==> src/rtl/pab_pkg.sv <==
package pab_pkg;

  typedef enum logic [1:0] {
    SZ_BYTE = 2'd0,
    SZ_HALF = 2'd1,
    SZ_WORD = 2'd2,
    SZ_BAD  = 2'd3
  } pab_size_e;

  localparam int EN_RSVD_BIT = 0;
  localparam int EN_SLOT_BIT = 1;

  // Alignment rule shared by reads and writes
  function automatic logic size_aligned(input logic [1:0] size, input logic [1:0] lo2);
    case (size)
      SZ_BYTE: size_aligned = 1'b1;
      SZ_HALF: size_aligned = ~lo2[0];
      SZ_WORD: size_aligned = (lo2 == 2'b00);
      default: size_aligned = 1'b0;
    endcase
  endfunction

  // Picks the addressed bytes out of a big-endian word image, right-aligned
  function automatic logic [31:0] read_shape(input logic [1:0] size, input logic [1:0] lo2,
                                             input logic [31:0] img);
    logic [31:0] r;
    r = '0;
    case (size)
      SZ_WORD: r = img;
      SZ_HALF: r[15:0] = lo2[1] ? img[15:0] : img[31:16];
      SZ_BYTE: begin
        case (lo2)
          2'd0: r[7:0] = img[31:24];
          2'd1: r[7:0] = img[23:16];
          2'd2: r[7:0] = img[15:8];
          default: r[7:0] = img[7:0];
        endcase
      end
      default: r = '0;
    endcase
    return r;
  endfunction

  // Abort decision for one access
  function automatic logic abort_needed(input logic bridge, input logic noslot, input logic rsvd,
                                        input logic en_slot, input logic en_rsvd);
    return bridge | (noslot & en_slot) | (rsvd & en_rsvd);
  endfunction

endpackage

==> src/rtl/pab_cfg_reg.sv <==
module pab_cfg_reg
  import pab_pkg::*;
#(
  parameter int              ADDR_W     = 12,
  parameter logic [11:0]     REG_OFFSET = 12'h006,
  parameter logic [15:0]     IMPL_MASK  = 16'h0003
) (
  input  logic              clk,
  input  logic              rst_n,
  input  logic              rb_valid,
  input  logic              rb_write,
  input  logic [1:0]        rb_size,
  input  logic [ADDR_W-1:0] rb_addr,
  input  logic [15:0]       rb_wdata,
  output logic              resp_valid,
  output logic              resp_err,
  output logic [31:0]       resp_rdata,
  output logic [15:0]       cfg_out
);

  localparam int              WORD_W   = ADDR_W - 2;
  localparam logic [WORD_W-1:0] REG_WORD = REG_OFFSET[ADDR_W-1:2];
  localparam logic [1:0]      HI_LANE  = {REG_OFFSET[1], 1'b0};
  localparam logic [1:0]      LO_LANE  = {REG_OFFSET[1], 1'b1};

  logic [1:0]  lo2;
  logic        word_hit;
  logic        aligned;
  logic        req_err;
  logic        wr_hi;
  logic        wr_lo;
  logic [7:0]  hi_data;
  logic [15:0] wr_val;
  logic [15:0] cfg_q;
  logic [31:0] img;
  logic        wr_unused;

  assign lo2      = rb_addr[1:0];
  assign word_hit = (rb_addr[ADDR_W-1:2] == REG_WORD);
  assign aligned  = size_aligned(rb_size, lo2);
  assign req_err  = !word_hit || !aligned || (rb_write && rb_size == SZ_WORD);

  assign wr_hi = rb_valid && rb_write && !req_err &&
                 ((rb_size == SZ_HALF && lo2 == HI_LANE) || (rb_size == SZ_BYTE && lo2 == HI_LANE));
  assign wr_lo = rb_valid && rb_write && !req_err &&
                 ((rb_size == SZ_HALF && lo2 == HI_LANE) || (rb_size == SZ_BYTE && lo2 == LO_LANE));

  assign hi_data   = (rb_size == SZ_BYTE) ? rb_wdata[7:0] : rb_wdata[15:8];
  assign wr_val    = {hi_data, rb_wdata[7:0]} & IMPL_MASK;
  assign wr_unused = ^(wr_val & ~IMPL_MASK);

  for (genvar i = 0; i < 16; i++) begin : g_bit
    if (IMPL_MASK[i]) begin : g_live
      logic bit_q;
      always_ff @(posedge clk or negedge rst_n) begin
        if (!rst_n)                      bit_q <= 1'b0;
        else if ((i >= 8) ? wr_hi : wr_lo) bit_q <= wr_val[i];
      end
      assign cfg_q[i] = bit_q;
    end else begin : g_tied
      assign cfg_q[i] = 1'b0;
    end
  end

  assign cfg_out = cfg_q;
  assign img     = REG_OFFSET[1] ? {16'h0000, cfg_q} : {cfg_q, 16'h0000};

  always_ff @(posedge clk or negedge rst_n) begin
    if (!rst_n) begin
      resp_valid <= 1'b0;
      resp_err   <= 1'b0;
      resp_rdata <= '0;
    end else begin
      resp_valid <= rb_valid;
      resp_err   <= rb_valid && req_err;
      resp_rdata <= (rb_valid && !rb_write && !req_err) ? read_shape(rb_size, lo2, img) : '0;
    end
  end

  // a wide write is refused and leaves the register as it was
  a_r3_wide_write_kept: assert property (@(posedge clk) disable iff (!rst_n)
    (rb_valid && rb_write && rb_size == SZ_WORD) |=> $stable(cfg_out));
  a_r3_wide_write_err: assert property (@(posedge clk) disable iff (!rst_n)
    (rb_valid && rb_write && rb_size == SZ_WORD) |=> (resp_valid && resp_err));
  // an erroneous access never changes the register
  a_r12_err_no_change: assert property (@(posedge clk) disable iff (!rst_n)
    (rb_valid && req_err) |=> $stable(cfg_out));
  // an aligned read inside the register word is accepted
  a_r2_read_ok: assert property (@(posedge clk) disable iff (!rst_n)
    (rb_valid && !rb_write && word_hit && aligned) |=> (resp_valid && !resp_err));
  // read data never carries unimplemented bits
  a_r5_unimpl_zero: assert property (@(posedge clk) disable iff (!rst_n)
    resp_valid |-> ((resp_rdata & ~{16'h0000, IMPL_MASK}) == 32'h0));

endmodule

==> src/rtl/pab_abort_gate.sv <==
module pab_abort_gate
  import pab_pkg::*;
#(
  parameter int PADDR_W = 32
) (
  input  logic               clk,
  input  logic               rst_n,
  input  logic               en_slot,
  input  logic               en_rsvd,
  input  logic               pa_valid,
  input  logic [PADDR_W-1:0] pa_addr,
  input  logic               pa_write,
  input  logic [1:0]         pa_size,
  input  logic               pa_fetch,
  input  logic               pa_noslot,
  input  logic               pa_rsvd,
  input  logic               pa_bridge_abort,
  output logic               ab_fetch,
  output logic               ab_data,
  output logic [PADDR_W-1:0] ab_addr,
  output logic               ab_write,
  output logic [1:0]         ab_size
);

  logic abort_now;

  assign abort_now = pa_valid && abort_needed(pa_bridge_abort, pa_noslot, pa_rsvd, en_slot, en_rsvd);

  always_ff @(posedge clk or negedge rst_n) begin
    if (!rst_n) begin
      ab_fetch <= 1'b0;
      ab_data  <= 1'b0;
      ab_addr  <= '0;
      ab_write <= 1'b0;
      ab_size  <= '0;
    end else begin
      ab_fetch <= abort_now && pa_fetch;
      ab_data  <= abort_now && !pa_fetch;
      if (abort_now) begin
        ab_addr  <= pa_addr;
        ab_write <= pa_write;
        ab_size  <= pa_size;
      end
    end
  end

  // fetch and data aborts are exclusive
  a_r9_exclusive: assert property (@(posedge clk) disable iff (!rst_n)
    !(ab_fetch && ab_data));
  // a bridge abort always comes out
  a_r8_bridge_pass: assert property (@(posedge clk) disable iff (!rst_n)
    (pa_valid && pa_bridge_abort) |=> (ab_fetch || ab_data));
  // an enabled unpopulated-slot access aborts
  a_r6_slot_abort: assert property (@(posedge clk) disable iff (!rst_n)
    (pa_valid && pa_noslot && en_slot) |=> (ab_fetch || ab_data));
  // an enabled reserved-offset access aborts
  a_r7_rsvd_abort: assert property (@(posedge clk) disable iff (!rst_n)
    (pa_valid && pa_rsvd && en_rsvd) |=> (ab_fetch || ab_data));
  // no access, no abort in the next cycle
  a_r10_quiet: assert property (@(posedge clk) disable iff (!rst_n)
    !pa_valid |=> !(ab_fetch || ab_data));

endmodule

==> src/rtl/pab_ctrl.sv <==
module pab_ctrl
  import pab_pkg::*;
#(
  parameter int          ADDR_W     = 12,
  parameter int          PADDR_W    = 32,
  parameter logic [11:0] REG_OFFSET = 12'h006,
  parameter logic [15:0] IMPL_MASK  = 16'h0003
) (
  input  logic               clk,
  input  logic               rst_n,
  input  logic               rb_valid,
  input  logic               rb_write,
  input  logic [1:0]         rb_size,
  input  logic [ADDR_W-1:0]  rb_addr,
  input  logic [15:0]        rb_wdata,
  output logic               rb_resp_valid,
  output logic               rb_resp_err,
  output logic [31:0]        rb_rdata,
  input  logic               pa_valid,
  input  logic [PADDR_W-1:0] pa_addr,
  input  logic               pa_write,
  input  logic [1:0]         pa_size,
  input  logic               pa_fetch,
  input  logic               pa_noslot,
  input  logic               pa_rsvd,
  input  logic               pa_bridge_abort,
  output logic               ab_fetch,
  output logic               ab_data,
  output logic [PADDR_W-1:0] ab_addr,
  output logic               ab_write,
  output logic [1:0]         ab_size
);

  logic [15:0] cfg;
  logic        en_slot;
  logic        en_rsvd;
  logic        cfg_unused;

  pab_cfg_reg #(
    .ADDR_W     (ADDR_W),
    .REG_OFFSET (REG_OFFSET),
    .IMPL_MASK  (IMPL_MASK)
  ) u_cfg (
    .clk        (clk),
    .rst_n      (rst_n),
    .rb_valid   (rb_valid),
    .rb_write   (rb_write),
    .rb_size    (rb_size),
    .rb_addr    (rb_addr),
    .rb_wdata   (rb_wdata),
    .resp_valid (rb_resp_valid),
    .resp_err   (rb_resp_err),
    .resp_rdata (rb_rdata),
    .cfg_out    (cfg)
  );

  assign en_slot    = cfg[EN_SLOT_BIT];
  assign en_rsvd    = cfg[EN_RSVD_BIT];
  assign cfg_unused = ^cfg[15:2];

  pab_abort_gate #(
    .PADDR_W (PADDR_W)
  ) u_gate (
    .clk             (clk),
    .rst_n           (rst_n),
    .en_slot         (en_slot),
    .en_rsvd         (en_rsvd),
    .pa_valid        (pa_valid),
    .pa_addr         (pa_addr),
    .pa_write        (pa_write),
    .pa_size         (pa_size),
    .pa_fetch        (pa_fetch),
    .pa_noslot       (pa_noslot),
    .pa_rsvd         (pa_rsvd),
    .pa_bridge_abort (pa_bridge_abort),
    .ab_fetch        (ab_fetch),
    .ab_data         (ab_data),
    .ab_addr         (ab_addr),
    .ab_write        (ab_write),
    .ab_size         (ab_size)
  );

endmodule

==> config.mk <==
export PLATFORM = sky130hd
export DESIGN_NAME = pab_ctrl
export DESIGN_NICKNAME = d
export VERILOG_FILES = /design/src/rtl/pab_pkg.sv /design/src/rtl/pab_cfg_reg.sv /design/src/rtl/pab_abort_gate.sv /design/src/rtl/pab_ctrl.sv
export SDC_FILE = /design/constraint.sdc
export NUM_CORES = 1
export LEC_CHECK = 0
export BUFFER_PORTS_ARGS = -buffer_cell sky130_fd_sc_hd__buf_4
export CAP_MARGIN = 10
export CORE_AREA = 4 4 63 93
export DETAILED_ROUTE_END_ITERATION = 12
export DIE_AREA = 0 0 67 97
export PLACE_DENSITY = 0.85
export SKIP_CTS_REPAIR_TIMING = 1
export SLEW_MARGIN = 20
export SYNTH_ARGS = -nofsm -noshare
export SYNTH_HDL_FRONTEND = slang
export SYNTH_HIERARCHICAL = 1
export SYNTH_SLANG_ARGS = --single-unit
==> constraint.sdc <==
create_clock -name clk -period 2.8 [get_ports clk]
set_clock_uncertainty 0.1 [all_clocks]
set_input_delay 0.7 -clock clk [delete_from_list [all_inputs] [get_ports clk]]
set_output_delay 0.7 -clock clk [all_outputs]
set_load 0.01 [all_outputs]
# [Word-level counts from Yosys, hierarchy flattened]
# Cells that the tools add are included.
[totals] rom_bits=0 ramBits=0 n_memories=0 input_bits=74 reg_bits=73 wordCells=50 latchBits=0
[classes] addsub=0 n_div=0 n_reduce_logical=23 mul=0 shifts=0 order_cmp=0 bitwise_logic=5 n_eq_ne=6 mux=6
[ops] op="one-hot mux 8 bit (3 select lines)" count=1
[ops] op="2-to-1 mux 16 bit" count=1
[ops] op="logical AND 1 bit" count=12
[ops] op="== test 10 x 1 -> 1 bit (second input constant)" count=1
[ops] op="2-to-1 mux 8 bit" count=1
[ops] op="== test 2 bit (second input constant)" count=3
[ops] op="logical NOT 1 bit" count=5
[ops] op="== test 2 x 1 -> 1 bit (second input constant)" count=2
[ops] op="logical NOT 2 bit" count=2
[ops] op="2-to-1 mux 2 bit" count=2
[ops] op="logical OR 1 bit" count=3
[ops] op="one-hot mux 1 bit (3 select lines)" count=1
[ops] op="OR reduction 3 bit" count=1
[ops] op="AND 1 bit" count=2
[ops] op="bitwise OR 1 bit" count=2
[ops] op="inverter 1 bit" count=1

# [Logic depth before layout (Yosys ltp)]
[depth] ltp_word=8 ltp_mapped=5 depth_no_buf=4

# [By module]
# The synthesis kept the hierarchy.
[modules_own_cells] module="pab_abort_gate" cells_per_inst=79 seq_area_each_um2=925.9 area_each_um2=1531.5 instances=1
[modules_own_cells] module="pab_cfg_reg" cells_per_inst=71 seq_area_each_um2=150.1 area_each_um2=664.4 instances=1

# [Worst setup path before layout]
# Ideal clock, no wire load.
[synth_timing] path_kind="input -> register" start="input pa_noslot" end="register u_gate.ab_addr[0]" n_path_buf=1 arrival_time_ps=1685 cell_stages=4 setup_slack_ps=890 required_ps=2575 cell_sequence="a221o_2 > nand2_8 > buf_12 > mux2_4"
[synth_via] elab_chain_cells=4
[synth_lines] element="start, declared" line_no="pab_ctrl.sv:24" rtl="input logic pa_noslot,"
[synth_lines] element="AND 1 bit" line_no="pab_pkg.sv:47" rtl="return bridge | (noslot & en_slot) | (rsvd & en_rsvd);"
[synth_lines] element="bitwise OR 1 bit (2 in series)" line_no="pab_pkg.sv:47"
[synth_lines] element="logical AND 1 bit" line_no="pab_abort_gate.sv:27" rtl="assign abort_now = pa_valid && abort_needed(pa_bridge_abort, pa_noslot, pa_rsvd, en_slot, en_rsvd);"
[synth_lines] element="end signal, assigned" line_no="pab_abort_gate.sv:40" rtl="ab_addr <= pa_addr;"
[synth_lines] element="end, declared" line_no="pab_abort_gate.sv:20" rtl="output logic [PADDR_W-1:0] ab_addr,"
# No other way between the ends.
# A chain may end at the register's enable or synchronous reset.

# [Final worst setup path]
[layout_timing] start="input pa_noslot" end="register u_gate.ab_size[1]"
[layout_via] elab_chain_cells=4
[layout_lines] element="AND 1 bit" line_no="pab_pkg.sv:47"
[layout_lines] element="bitwise OR 1 bit (2 in series)" line_no="pab_pkg.sv:47"
[layout_lines] element="logical AND 1 bit" line_no="pab_abort_gate.sv:27"
[layout_lines] element="end signal, assigned" line_no="pab_abort_gate.sv:42" rtl="ab_size <= pa_size;"
[layout_lines] element="end, declared" line_no="pab_abort_gate.sv:22" rtl="output logic [1:0] ab_size"
# No other way between the ends.

==> flow_summary_export.csv <==
group,metric,value,unit
route,vias,1349,
layout,final_util,55.8,%
route,routedWlPerCell,14.6,um
outcome,status,"completed",
layout,regArea,1080,um^2
power,power.total,1.60,mW
global_route,gr-total-overflow,0,
route,ant_nets,0,
route,drtIter0Drc,60,
placement,io_buffers,100,
global_route,antenna_found_initial,0,
placement,dpl.cell_count,298,
clock_network,htree_num_levels,2,
layout,multi_input_area,820,um^2
setup_path,cpPeakStageDelay,0.44,ns
power,pwr-share-seq,46.1,%
setup_path,cp-start-kind,"input port",
timing,setup-tns-final,0,ns
power,power.switching,0.395,mW
timing,fin_ws,0.907,ns
layout,antenna_cells,0,
global_route,grt_pass1_wl,6660,um
job,drv_cap,0,
setup_path,critPathCaptureType,"flip-flop",
placement,place_congestion,0.671,
global_route,grt_pass1_vias,1419,
clock_network,cts_made_buffers,5,
die,dieArea,6500,um^2
layout,drive_gt1_share,62.4,%
setup_path,critPathMaxFanout,36,
clock_network,clkSinkCount,43,
die,die_height,97,um
layout,nFillCells,424,
placement,dpl_cell_area,2740,um^2
timing,fmax,528,MHz
power,cellPowerDensity,565,nW/um^2
power,clockPowerShare,28.5,%
layout,final_cell_area,2840,um^2
clock_network,path_clk_slew,0.08,ns
yosys,yosysWarnings,6,
timing,setup_viol,0,
hold_path,hold_path.class,"in -> async",
timing,fin_crit_sh,67.6,%
die,core.rowCount,32,
global_route,grt_max_degree,44,
die,coreArea,5080,um^2
power,leakage,1.50,nW
timing,worst_pin_slew,0.533,ns
yosys,synth_area,2090,um^2
timing,hold_ws,0.289,ns
global_route,track_usage,13.3,%
timing,fin_crit,1.89,ns
die,start_util,41.1,%
route,firstDrtPassIters,3,
clock_network,clock_path_buffers,2,
power,switching_share,24.6,%
die,pin_count,145,
layout,nNetsFinal,311,
setup_path,crit_chain,"buf_4 > a221o_2 > nand2_8 > mux2_2",
route,viasPerCell,4.42,
yosys,synthCells,136,
layout,final_cells,305,
setup_path,slowest_stage,"a221o_2",
power,comb_power_share,25.5,%
setup_path,worstPathArrival,1.96,ns
clock_network,cts_tree,"built",
setup_path,worstSetupPathType,"in -> reg",
placement,post-place-ws,0.601,ns
setup_path,crit_required,2.87,ns
timing,final-hold-violation-count,0,
power,vdd_drop_max,0.000228,V
timing,slew_headroom,64.5,%
route,wl,4440,um
power,p_int,1.21,mW
route,drc,0,
timing,final_max_slew_viol_count,0,
yosys,postSynthAreaPerCell,15.4,um^2
setup_path,path_buf_inv,1,
timing,rsz0062_at_grt,"false",
setup_path,critical-path-top-delay-family,"compound AO/OA/AOI/OAI gates",
layout,area_growth,35.7,%
clock_network,worstSkewPairLatency,0.29,ns
die,die_w,67,um
clock_network,cts-root-buf,"clkbuf_8",
layout make-up:
cell class	count	area share [%]
repair buffers	100	26.5
well taps	68	3.00
clock buffers	6	2.56
multi-input cells	86	28.9
clock inverters	1	1.06
inverters	1	0.132
flip-flops and latches	43	37.9
power by group through the flow:
stage               registers (mW)  clock network (mW)  logic, mW
finish                       0.739               0.456      0.408
global route                 0.749               0.500      0.437
CTS                          0.739               0.476      0.413
detailed placement           0.751                   0      0.411
floorplan                    0.786                   0      0.189
global placement             0.746                   0      0.402
path summary, 6_finish.rpt:
kind	from	end	cells after the start	slack, ns
min	rst_n	u_gate/ab_addr[27]$_DFFE_PN0P_	1	0.29
max reg2reg	u_cfg/g_bit[1].g_live.bit_q$_DFFE_PN0P_	u_gate/ab_size[1]$_DFFE_PN0P_	3	1.04
max	pa_noslot	u_gate/ab_size[1]$_DFFE_PN0P_	4	0.91
max in group asynchronous	rst_n	u_gate/ab_addr[31]$_DFFE_PN0P_	1	1.94
min in group clk	u_gate/ab_addr[24]$_DFFE_PN0P_	u_gate/ab_addr[24]$_DFFE_PN0P_	1	0.41
min reg2reg	u_gate/ab_addr[24]$_DFFE_PN0P_	u_gate/ab_addr[24]$_DFFE_PN0P_	1	0.41
flip-flops by register name (all words and copies together), names as in the netlist:
signal / flops
u_cfg/g_bit.g_live.bit_q: 2
u_cfg/resp_valid: 1
u_cfg/resp_err: 1
u_gate/ab_fetch: 1
u_cfg/resp_rdata: 2
u_gate/ab_addr: 32
u_gate/ab_write: 1
u_gate/ab_data: 1
u_gate/ab_size: 2
cells in the final DEF (no fill, tap or decap), types with 2 or more instances in the layout:
| cell type | count |
|---|---|
| conb_1 | 30 |
| nor2_1 | 2 |
| mux2_1 | 2 |
| clkbuf_8 | 5 |
| buf_4 | 100 |
| dfrtp_1 | 43 |
| mux2_4 | 29 |
| mux2_2 | 6 |
| nor4_1 | 2 |
| nor4b_1 | 2 |
routing by layer:
| layer | wire length, um | global-route usage (%) | share of wire [%] | up-vias |
|---|---|---|---|---|
| met5 | 0 | 0 | 0 | - |
| met4 | 59 | 4.38 | 1.3 | 0 |
| met3 | 516 | 3.48 | 12 | 6 |
| met2 | 2330 | 24.1 | 53 | 93 |
| met1 | 1530 | 14.5 | 34 | 642 |
| li1 | - | - | - | 608 |
Power figures use the tool's default switching activity.
